<file path="src/rtl/crtc_pkg.sv">
package crtc_pkg;
  localparam int RA_W    = 14;
  localparam int SEL_W   = 5;
  localparam int N_WREG  = 16;
  localparam int HI_W    = RA_W - 8;

  typedef enum logic [1:0] {
    ILACE_OFF  = 2'd0,
    ILACE_SYNC = 2'd1,
    ILACE_FULL = 2'd2
  } ilace_e;

  typedef logic [N_WREG-1:0][7:0] reg_bank_t;

  function automatic logic [7:0] reg_mask(int idx);
    case (idx)
      4, 6, 7, 10: reg_mask = 8'h7f;
      5, 9, 11:    reg_mask = 8'h1f;
      12, 14:      reg_mask = 8'(8'hff >> (8 - HI_W));
      default:     reg_mask = 8'hff;
    endcase
  endfunction
endpackage

</file>
<file path="src/rtl/crtc_reg_bank.sv">
module crtc_reg_bank
  import crtc_pkg::*;
(
  input  logic             clk_i,
  input  logic             rst_ni,
  input  logic             we_i,
  input  logic [SEL_W-1:0] idx_i,
  input  logic [7:0]       wdata_i,
  output reg_bank_t        regs_o
);
  for (genvar i = 0; i < N_WREG; i++) begin : g_reg
    localparam logic [7:0] MASK = reg_mask(i);
    always_ff @(posedge clk_i or negedge rst_ni) begin
      if (!rst_ni)                                regs_o[i] <= '0;
      else if (we_i && idx_i == SEL_W'(i))        regs_o[i] <= wdata_i & MASK;
    end
  end


  reg4_mask_chk: assert property (@(posedge clk_i) disable iff (!rst_ni)
    (we_i && idx_i == SEL_W'(4)) |=> regs_o[4] == {1'b0, $past(wdata_i[6:0])});

  high_idx_ignored_chk: assert property (@(posedge clk_i) disable iff (!rst_ni)
    (we_i && idx_i >= SEL_W'(N_WREG)) |=> $stable(regs_o));
endmodule

</file>
<file path="src/rtl/crtc_lpen.sv">
module crtc_lpen
  import crtc_pkg::*;
(
  input  logic            clk_i,
  input  logic            rst_ni,
  input  logic            strobe_i,
  input  logic [RA_W-1:0] addr_i,
  input  logic            clr_i,
  output logic [RA_W-1:0] addr_o,
  output logic            flag_o
);
  always_ff @(posedge clk_i or negedge rst_ni) begin
    if (!rst_ni) begin
      addr_o <= '0;
      flag_o <= 1'b0;
    end else begin
      if (strobe_i) addr_o <= addr_i;
      // set has priority over clear-on-read
      if (strobe_i)   flag_o <= 1'b1;
      else if (clr_i) flag_o <= 1'b0;
    end
  end


  lpen_set_chk: assert property (@(posedge clk_i) disable iff (!rst_ni)
    strobe_i |=> flag_o && addr_o == $past(addr_i));

  lpen_clr_chk: assert property (@(posedge clk_i) disable iff (!rst_ni)
    (clr_i && !strobe_i) |=> !flag_o);
endmodule

</file>
<file path="src/rtl/crtc_field_decode.sv">
module crtc_field_decode
  import crtc_pkg::*;
(
  input  reg_bank_t       regs_i,
  output logic [7:0]      h_total_o,
  output logic [7:0]      h_disp_o,
  output logic [7:0]      h_sync_pos_o,
  output logic [3:0]      h_sync_width_o,
  output logic [3:0]      v_sync_lines_o,
  output logic [6:0]      v_total_o,
  output logic [4:0]      v_adjust_o,
  output logic [6:0]      v_disp_o,
  output logic [6:0]      v_sync_pos_o,
  output ilace_e          interlace_o,
  output logic [1:0]      skew_o,
  output logic [4:0]      max_row_o,
  output logic [4:0]      cursor_start_o,
  output logic [1:0]      cursor_mode_o,
  output logic [4:0]      cursor_end_o,
  output logic [RA_W-1:0] start_addr_o,
  output logic [RA_W-1:0] cursor_addr_o
);
  logic unused_bits;

  always_comb begin
    h_total_o      = regs_i[0];
    h_disp_o       = regs_i[1];
    h_sync_pos_o   = regs_i[2];
    h_sync_width_o = regs_i[3][3:0];
    v_sync_lines_o = regs_i[3][7:4];
    v_total_o      = regs_i[4][6:0];
    v_adjust_o     = regs_i[5][4:0];
    v_disp_o       = regs_i[6][6:0];
    v_sync_pos_o   = regs_i[7][6:0];
    max_row_o      = regs_i[9][4:0];
    cursor_start_o = regs_i[10][4:0];
    cursor_mode_o  = regs_i[10][6:5];
    cursor_end_o   = regs_i[11][4:0];
    start_addr_o   = {regs_i[12][HI_W-1:0], regs_i[13]};
    cursor_addr_o  = {regs_i[14][HI_W-1:0], regs_i[15]};
    case (regs_i[8][1:0])
      2'b01:   interlace_o = ILACE_SYNC;
      2'b11:   interlace_o = ILACE_FULL;
      default: interlace_o = ILACE_OFF;
    endcase
    case (regs_i[8][5:4])
      2'b01:   skew_o = 2'd1;
      2'b10:   skew_o = 2'd2;
      default: skew_o = 2'd0;
    endcase
    unused_bits = ^{regs_i[4][7], regs_i[5][7:5], regs_i[6][7], regs_i[7][7],
                    regs_i[8][7:6], regs_i[8][3:2], regs_i[9][7:5], regs_i[10][7],
                    regs_i[11][7:5], regs_i[12][7:HI_W], regs_i[14][7:HI_W]};
  end
endmodule

</file>
<file path="src/rtl/crtc_regfile.sv">
module crtc_regfile
  import crtc_pkg::*;
(
  input  logic            clk_i,
  input  logic            rst_ni,
  input  logic            cs_i,
  input  logic            rs_i,
  input  logic            wr_i,
  input  logic            rd_i,
  input  logic [7:0]      wdata_i,
  output logic [7:0]      rdata_o,
  input  logic            lpen_i,
  input  logic [RA_W-1:0] refresh_addr_i,
  input  logic            vsync_i,
  output logic [7:0]      h_total_o,
  output logic [7:0]      h_disp_o,
  output logic [7:0]      h_sync_pos_o,
  output logic [3:0]      h_sync_width_o,
  output logic [3:0]      v_sync_lines_o,
  output logic [6:0]      v_total_o,
  output logic [4:0]      v_adjust_o,
  output logic [6:0]      v_disp_o,
  output logic [6:0]      v_sync_pos_o,
  output logic [1:0]      interlace_o,
  output logic [1:0]      skew_o,
  output logic [4:0]      max_row_o,
  output logic [4:0]      cursor_start_o,
  output logic [1:0]      cursor_mode_o,
  output logic [4:0]      cursor_end_o,
  output logic [RA_W-1:0] start_addr_o,
  output logic [RA_W-1:0] cursor_addr_o
);
  localparam logic [SEL_W-1:0] PEN_HI = SEL_W'(16);
  localparam logic [SEL_W-1:0] PEN_LO = SEL_W'(17);
  localparam logic [SEL_W-1:0] RD_LO  = SEL_W'(12);

  logic [SEL_W-1:0] sel_q;
  logic             sel_we, data_we, data_rd, stat_rd, pen_clr, pen_flag;
  logic [RA_W-1:0]  pen_addr;
  logic [7:0]       rd_mux;
  reg_bank_t        regs;
  ilace_e           ilace;

  assign sel_we  = cs_i && wr_i && !rs_i;
  assign data_we = cs_i && wr_i && rs_i;
  assign data_rd = cs_i && rd_i && rs_i;
  assign stat_rd = cs_i && rd_i && !rs_i;
  assign pen_clr = data_rd && (sel_q == PEN_HI || sel_q == PEN_LO);

  always_ff @(posedge clk_i or negedge rst_ni) begin
    if (!rst_ni)     sel_q <= '0;
    else if (sel_we) sel_q <= wdata_i[SEL_W-1:0];
  end

  crtc_reg_bank u_bank (
    .clk_i, .rst_ni, .we_i(data_we), .idx_i(sel_q), .wdata_i, .regs_o(regs)
  );

  crtc_lpen u_lpen (
    .clk_i, .rst_ni, .strobe_i(lpen_i), .addr_i(refresh_addr_i),
    .clr_i(pen_clr), .addr_o(pen_addr), .flag_o(pen_flag)
  );

  crtc_field_decode u_dec (
    .regs_i(regs), .h_total_o, .h_disp_o, .h_sync_pos_o, .h_sync_width_o,
    .v_sync_lines_o, .v_total_o, .v_adjust_o, .v_disp_o, .v_sync_pos_o,
    .interlace_o(ilace), .skew_o, .max_row_o, .cursor_start_o, .cursor_mode_o,
    .cursor_end_o, .start_addr_o, .cursor_addr_o
  );
  assign interlace_o = ilace;

  always_comb begin
    if (!rs_i)                 rd_mux = {1'b0, pen_flag, vsync_i, 5'b0};
    else if (sel_q == PEN_HI)  rd_mux = 8'(pen_addr[RA_W-1:8]);
    else if (sel_q == PEN_LO)  rd_mux = pen_addr[7:0];
    else if (sel_q >= RD_LO && sel_q < PEN_HI) rd_mux = regs[sel_q[3:0]];
    else                       rd_mux = 8'hff;
  end

  always_ff @(posedge clk_i or negedge rst_ni) begin
    if (!rst_ni)                   rdata_o <= '0;
    else if (data_rd || stat_rd)   rdata_o <= rd_mux;
  end


  sel_load_chk: assert property (@(posedge clk_i) disable iff (!rst_ni)
    sel_we |=> sel_q == $past(wdata_i[SEL_W-1:0]));

  unreadable_ff_chk: assert property (@(posedge clk_i) disable iff (!rst_ni)
    (data_rd && (sel_q < RD_LO || sel_q > PEN_LO)) |=> rdata_o == 8'hff);

  status_vsync_chk: assert property (@(posedge clk_i) disable iff (!rst_ni)
    stat_rd |=> rdata_o[5] == $past(vsync_i) && rdata_o[4:0] == 5'b0);
endmodule

</file>
<file path="config.mk">
export PLATFORM = sky130hd
export DESIGN_NAME = crtc_regfile
export DESIGN_NICKNAME = d
export VERILOG_FILES = /design/src/rtl/crtc_pkg.sv /design/src/rtl/crtc_reg_bank.sv /design/src/rtl/crtc_lpen.sv /design/src/rtl/crtc_field_decode.sv /design/src/rtl/crtc_regfile.sv
export SDC_FILE = /design/constraint.sdc
export NUM_CORES = 1
export LEC_CHECK = 0
export BUFFER_PORTS_ARGS = -buffer_cell sky130_fd_sc_hd__buf_2
export CORE_UTILIZATION = 38
export CTS_CLUSTER_SIZE = 10
export DETAILED_ROUTE_END_ITERATION = 6
export PLACE_DENSITY = 0.67
export SLEW_MARGIN = 40
export SYNTH_ARGS = -nofsm -noshare
export SYNTH_HDL_FRONTEND = slang
export SYNTH_SLANG_ARGS = --single-unit
</file>
<file path="constraint.sdc">
create_clock -name clk_i -period 1.95 [get_ports clk_i]
set_input_delay 0.2925 -clock clk_i [delete_from_list [all_inputs] [get_ports clk_i]]
set_output_delay 0.2925 -clock clk_i [all_outputs]
set_load 0.01 [all_outputs]
</file>
---- Word-level counts from Yosys, hierarchy flattened ----
Index checks and enable logic that the tools add are counted.
word-level totals
  register bits ........................... 139
  memories kept ........................... 0
  bits in read-only memories .............. 0
  input bits .............................. 30
  bits in latches ......................... 0
  word-level logic and storage cells ...... 83
  bits in writable memories ............... 0
operators by class
  reduce and logical (&&, ||, !) cells .... 29
  shift-type cells ........................ 0
  order comparisons ....................... 3
  eq/ne operators ......................... 21
  bitwise operators ....................... 0
  multipliers ............................. 0
  div/mod/pow operators ................... 0
  $add $sub $neg .......................... 0
  muxes and demuxes ....................... 10
operator list
  cell                  count
  $eq A5 B4 Y1 const B  8
  $mux W8               5
  $bmux W8 S4           1
  $logic_and A1 B1 Y1   24
  $eq A5 B3 Y1 const B  4
  $eq A5 B2 Y1 const B  2
  $eq A5 B5 Y1 const B  2
  $pmux W2 S2           2
  $eq A5 B1 Y1 const B  1
  $ge A5 B4 Y1 const B  1
  $logic_not A5 Y1      1
  $lt A4 B5 Y1 const B  1
  $lt A5 B5 Y1 const B  1
  $eq A2 B1 Y1 const B  2
  $eq A2 B2 Y1 const B  2
  $logic_or A1 B1 Y1    2
  $mux W1               2
  $reduce_bool A2 Y1    1
  $logic_not A1 Y1      1

---- Logic depth before layout (Yosys ltp) ----
Gate-level depths: netlist (run 1).
  depth after elaboration ................. 6
  depth in mapped cells ................... 6
  mapped depth without buffers ............ 4

---- Cells and area by module ----
Synthesis (run 1) repeated with hierarchy kept, for this count alone.
second synthesis, totals
  cells, all modules ...................... 490
  area total of the unflattened synthesis .. 6,718.9 sq um
by module, submodules not included
  module             area an instance (sq um)  instances  cells each
  crtc_reg_bank      4,421.7                   1          276
  crtc_regfile       883.3                     1          74
  crtc_field_decode  803.3                     1          107
  crtc_lpen          610.6                     1          33

---- Least setup slack after synthesis (run 1) ----
No wires, ideal clock.
  kind .................................... input-to-reg
  start point ............................. in cs_i
  end point ............................... reg u_bank.regs_o[0] (netlist name)
  setup time .............................. 0.127 ns
  path slack .............................. 0.199 ns
  stages on the path ...................... 6
  arrival ................................. 1.623 ns
  required time ........................... 1.823 ns
  buffers on the path ..................... 2
  path through ............................ buf_4 -> and3_1 -> or3b_4 -> nor2b_2 -> buf_6 -> mux2_1
on the way
  word-level cells in the longest chain between the ends .. 3
RTL lines
  element                           RTL line             RTL
  from (decl)                       crtc_regfile.sv:6    input logic cs_i,
  $logic_and A1 B1 Y1 (2 in a row)  crtc_regfile.sv:45   assign data_we = cs_i && wr_i && rs_i;
  $logic_and A1 B1 Y1               crtc_reg_bank.sv:15  else if (we_i && idx_i == SEL_W'(i)) regs_o[i] <= wdata_i & MASK;
  to (signal, indexed assignment)   crtc_reg_bank.sv:15
  to (decl)                         crtc_reg_bank.sv:9   output reg_bank_t regs_o
Every way passes these cells.
A chain may end at the register's enable or synchronous reset.

---- Final worst setup path (run 1) ----
  start point ............................. reg sel_q[2]
  end point ............................... reg u_bank.regs_o[24] (netlist name)
on the way
  word-level cells in the longest chain between the ends .. 2
RTL lines
  element                 RTL line             RTL
  from (decl)             crtc_regfile.sv:37   logic [SEL_W-1:0] sel_q;
  from (signal assigned)  crtc_regfile.sv:52   else if (sel_we) sel_q <= wdata_i[SEL_W-1:0];
  $eq A5 B2 Y1            crtc_reg_bank.sv:15
  $logic_and A1 B1 Y1     crtc_reg_bank.sv:15
Every way passes these cells.

==> results.tsv, run 1 <==
metric	value	unit
Iter 0 DRT Violations	132	
Final Max Tran Viols	0	
Sequential Power Share	41.4	%
#FFs+latches synth	136	
R2R Setup Slk	0.08	ns
FFs w/ async S/R, synth	100	%
DP HPWL	10600	um
slowest CP cell	nor3_1	
fin nets	589	
actual slew at the worst max-slew pin	0.494	ns
Slew Limit Headroom	67.0	%
buffer and inverter count on the worst path	2	
Avg Inst Size Synth	12.8	sq um
status	finished clean	
required time worst endpoint	2.25	ns
vias per cell	4.90	
worst flop-to-flop path startpoint	sel_q[2]	
CTS tree	yes	
fmax	535	MHz
Pleak	3.80	nW
crit-path max FO	11	
final std cells w/o fill	791	
area of the core	0.0166	sq mm
Die H	132	um
Clk pin slew, worst setup/hold paths	0.06	ns
pin count of the biggest net entering global routing	59	
H-Tree Depth	4	
register area share after synthesis	52.7	%
commonest non-fill, non-tap cells in the layout	143 x buf_2, 136 x dfrtp_1, 126 x mux2_2, 19 x a21oi_1, 17 x clkbuf_16	
WL per Instance	19.1	um
Mapped Cells	503	
Hold EP	u_lpen.addr_o[13]	
Worst Setup End Kind	register	
R2R depth	5	
period utilisation layout	95.9	%
switch share	28.0	%
Total Routed Length	15100	um
total number of vias	3876	
setup ws final	0.0798	ns
pre-CTS WS	0.0295	ns
Top delay family on crit path	simple AND/OR/NAND/NOR gates	
fraction of layout cells with a size suffix above 1	57.4	%
Tot GR Track Use	18.1	%
layout overhead on the synthesized area	14.6	%
DP Cell Count	759	
power share of the combinational group	21.2	%
Finished Cell Area	0.00741	sq mm
Initial Util	39.0	%
Critical Path AT	2.17	ns
I/O Buffers	144	
GR peak layer	met2	
CTS buffer count	17	
clk_lat worst skew	0.41	ns
Placed Instance Area	0.00676	sq mm
CP max stage delay	0.38	ns
Worst Clk Skew	0.00630	ns
Main synth FF type	dfrtp_1	
GR Util met3	5.52	%
CTS sink count	136	
Ports	145	
critical path class	reg -> reg	
startpoint of the worst hold path	refresh_addr_i[13]	
met2 Usage GRT	29.5	%
most common cell after layout, fill and taps aside	buf_2	
gpl congestion	0.836	
most frequent CP cell	buf_4	
vias in the first global route	4128	
DR pass1 iterations	4	
# DRC	0	
WHS	0.108	ns
clock group share of total power	37.5	%
worst min path class	in -> reg	
CP startpoint kind	register	
Worst IR Drop VDD	0.606	mV
Syn. warnings	0	
DRT antenna net count	0	
Mapped Nets	533	
Post-synth EDFFs	0	
Clock Tree Buf Depth	2	
RSZ-0062 raised after global routing	no	
Root Buffer	clkbuf_16	
Die W	132	um
# diodes	0	
critical path cell sequence	buf_4 > nor3_1 > buf_4 > nand2_1 > mux2_2	
max-cap viol count	0	
Yosys cell types	42	
Setup-failing EPs final	0	
RR Endpoint	u_bank.regs_o[24]	
mapped cell area	0.00646	sq mm
Congestion Overflow GR	0	
Rows	47	
initial antenna violation count	0	
first-pass GRT wire length	23800	um
number of failing hold endpoints at the final stage	0	
Final min period	1.87	ns
Switch Pwr	2.57	mW
internal power	6.61	mW
M1 GR Usage	23.4	%
Fin Setup TNS	0	ns
Hold Path Depth	2	
power per cell area	1240	mW/mm^2
full die area	0.0175	sq mm
==> cells in the mapped netlist, types with 3 or more instances <==
| master | number | area, sq um |
|---|---|---|
| dfrtp_1 | 136 | 3400 |
| mux2_2 | 126 | 1420 |
| buf_4 | 104 | 781 |
| a21oi_1 | 19 | 95.1 |
| nand2_1 | 13 | 48.8 |
| clkbuf_1 | 11 | 41.3 |
| nor2b_1 | 10 | 62.6 |
| mux2_1 | 8 | 90.1 |
| buf_2 | 6 | 30.0 |
| nor2_1 | 6 | 22.5 |
| a211oi_1 | 5 | 37.5 |
| inv_1 | 5 | 18.8 |
| o21ai_0 | 5 | 25.0 |
| nand3b_1 | 4 | 30.0 |
| buf_1 | 3 | 11.3 |
| nand3_1 | 3 | 15.0 |
| nor3_1 | 3 | 15.0 |
| o22ai_1 | 3 | 18.8 |
==> registers in the layout, indices dropped and copies added, names as in the netlist <==
name / cells
sel_q: 5
rdata_o: 8
u_lpen.flag_o: 1
u_bank.regs_o: 108
u_lpen.addr_o: 14
==> power groups by stage <==
| stage | Clock (mW) | Sequential [mW] | Combinational (mW) |
|---|---|---|---|
| after floorplan | 0 | 3.72 | 1.77 |
| after CTS | 3.54 | 3.80 | 1.98 |
| after global routing | 3.67 | 3.87 | 2.11 |
| after detailed placement | 0 | 3.84 | 1.97 |
| after global placement | 0 | 3.82 | 1.93 |
| final | 3.44 | 3.80 | 1.94 |
==> area by class of cell <==
cell class,instances,area (sq um)
clock buffer,20,467
clock inverter,11,170
fill,1551,9180
inverter,5,18.8
multi-input combinational,237,2170
sequential,136,3400
tap,220,275
timing repair buffer,162,902
==> worst max-delay path by stage <==
| stage | start | endpoint | cells after the start |
|---|---|---|---|
| floorplan | cs_i | u_bank.regs_o[0] | 6 |
| finish | sel_q[2] | u_bank.regs_o[24] | 5 |
| global placement | rs_i | u_bank.regs_o[7] | 6 |
| CTS | sel_q[3] | rdata_o[5] | 4 |
| detailed placement | sel_q[3] | rdata_o[5] | 4 |
| global route | sel_q[2] | u_bank.regs_o[28] | 5 |
==> routing by layer <==
metal	vias to the layer above	share of wire (%)
li1	1761	-
met5	-	0
met2	118	49
met1	1983	44
met3	14	5.8
met4	0	1.2
==> logic make-up after synthesis <==
logic type,share of synthesized area [%]
flops,52.7
simple gates,5.36
compound gates,4.65
mux,23.5
buf+inv,13.8
==> through the flow <==
step | util [%] | total power, mW
after floorplan | - | 5.48
after global placement | 40.7 | 5.75
after detailed placement | 40.7 | 5.81
after CTS | 44.6 | 9.31
after global routing | 44.7 | 9.65
final | 44.7 | 9.18
==> timing repair <==
action / 4_1_cts / 5_1_grt
resized for setup: 0 / 1
hold buffers: 1 / 0
endpoints found under the setup margin: 0 / 5
hold endpoints to repair: 39 / 0
setup buffers: 0 / 0
Power figures use the tool's default switching activity.
==> run 2, diff against run 1 <==
Settings changed: CTS_BUF_LIST set to sky130_fd_sc_hd__clkbuf_8.
==> results.tsv, run 2 (synthesized netlist as in run 1, its figures left out) <==
metric	value	unit
Clk pin slew, worst setup/hold paths	0.08	ns
Pwr Total	8.33	mW
period utilisation layout	95.1	%
Root Buffer	clkbuf_8	
Final min period	1.86	ns
Hold Path Depth	2	
RR Endpoint	u_bank.regs_o[24]	
crit-path max FO	11	
Initial Util	39.0	%
Setup-failing EPs final	0	
Slew Limit Headroom	66.8	%
first-pass GRT wire length	23800	um
Worst Setup End Kind	register	
final std cells w/o fill	791	
Worst IR Drop VDD	0.460	mV
DRT antenna net count	0	
critical path class	reg -> reg	
Congestion Overflow GR	0	
Total Routed Length	15100	um
Post-CTS Repair Setup Buffers	0	
DR pass1 iterations	4	
Die W	132	um
gpl congestion	0.836	
Reg with most FFs	u_bank.regs_o	
vias in the first global route	4137	
Ports	145	
Pleak	3.71	nW
number of failing hold endpoints at the final stage	0	
# diodes	0	
Final Max Tran Viols	0	
Tot GR Track Use	18.1	%
CTS tree	yes	
area of the core	0.0166	sq mm
fmax	539	MHz
Hold EP	u_lpen.addr_o[13]	
full die area	0.0175	sq mm
Iter 0 DRT Violations	154	
slowest CP cell	dfrtp_1	
most common cell after layout, fill and taps aside	buf_2	
worst flop-to-flop path startpoint	sel_q[2]	
biggest regs	u_bank.regs_o (108), u_lpen.addr_o (14), rdata_o (8)	
R2R depth	5	
status	finished clean	
CTS sink count	136	
RSZ-0062 raised after global routing	no	
pin count of the biggest net entering global routing	59	
total number of vias	3886	
actual slew at the worst max-slew pin	0.498	ns
Clock Tree Buf Depth	2	
# fillers	1573	
Critical Path AT	2.18	ns
max-cap viol count	0	
required time worst endpoint	2.28	ns
Worst Clk Skew	0.0109	ns
Rows	47	
Top delay family on crit path	simple AND/OR/NAND/NOR gates	
WL per Instance	19.1	um
Core Util, Final	43.5	%
I/O Buffers	144	
commonest non-fill, non-tap cells in the layout	143 x buf_2, 136 x dfrtp_1, 126 x mux2_2, 20 x clkbuf_8, 19 x a21oi_1	
buffer and inverter count on the worst path	2	
Die H	132	um
startpoint of the worst hold path	refresh_addr_i[13]	
most frequent CP cell	buf_4	
critical path cell sequence	buf_4 > nor3_1 > buf_4 > nand2_1 > mux2_2	
H-Tree Depth	4	
CP max stage delay	0.38	ns
R2R Setup Slk	0.09	ns
fraction of layout cells with a size suffix above 1	57.4	%
power per cell area	1150	mW/mm^2
initial antenna violation count	0	
clk_lat worst skew	0.44	ns
# DRC	0	
worst min path class	in -> reg	
setup ws final	0.0950	ns
Largest register FFs	108	
CP startpoint kind	register	
DP Cell Count	759	
layout overhead on the synthesized area	11.6	%
pre-CTS WS	0.0295	ns
vias per cell	4.91	
fin nets	589	
DP HPWL	10600	um
Fin Setup TNS	0	ns
CTS buffer count	17	
## run 2: cell counts in the layout (fill, tap and decap cells not counted)
No cell type changed its count.
## run 2: area by class of cell
class	instances	area [sq um]	area share (%)
Sequential cell	136	3400	47.2
Multi-Input combinational cell	237	2170	30.1
Timing Repair Buffer	162	902	12.5
Clock buffer	20	275	3.82
Tap cell	220	275	3.82
Clock inverter	11	170	2.36
Inverter	5	18.8	0.260
## run 2: worst max-delay path by stage
| stage | start | cells past startpoint | slack, ns | end |
|---|---|---|---|---|
| after floorplan | cs_i | 6 | 0.20 | u_bank.regs_o[0] |
| after global placement | rs_i | 6 | 0.08 | u_bank.regs_o[7] |
| after detailed placement | sel_q[3] | 4 | 0.03 | rdata_o[5] |
| after CTS | sel_q[3] | 4 | 0.02 | rdata_o[5] |
| after global routing | sel_q[2] | 5 | 0.009 | u_bank.regs_o[28] |
| final | sel_q[2] | 5 | 0.09 | u_bank.regs_o[24] |
## run 2: timing repair
action,CTS,global route
resized for setup,0,1
hold endpoints to repair,39,0
hold buffers,1,0
setup endpoints to repair,0,5
## run 2: stage by stage
| stage | hold WS, ns | area, sq um |
|---|---|---|
| finish | 0.0775 | 7210 |
| floorplan | -0.00309 | 6460 |
| detailed placement | 0.234 | 6760 |
| global placement | 0.229 | 6760 |
| CTS | 0.0421 | 7210 |
| global route | 0.0439 | 7210 |
## run 2: worst register-to-register path: cells and delay by family (launching register included)
family                 cells  cell delay, ns
buffers and inverters      2            0.37
and+or+nand+nor            2            0.63
muxes                      1            0.37
DFF                        1            0.38
## run 2: layer usage
| layer | routed length (um) | up-vias | track usage [%] |
|---|---|---|---|
| li1 | - | 1756 | - |
| met1 | 6770 | 1994 | 23.5 |
| met2 | 7410 | 127 | 29.8 |
| met3 | 793 | 9 | 5.06 |
| met4 | 106 | 0 | 4.60 |
| met5 | 0 | - | 0 |
## run 2: power by group
group	internal (mW)	total [mW]	switching, mW
combinational	0.964	1.94	0.977
clock	1.49	2.60	1.11
sequential	3.41	3.79	0.382
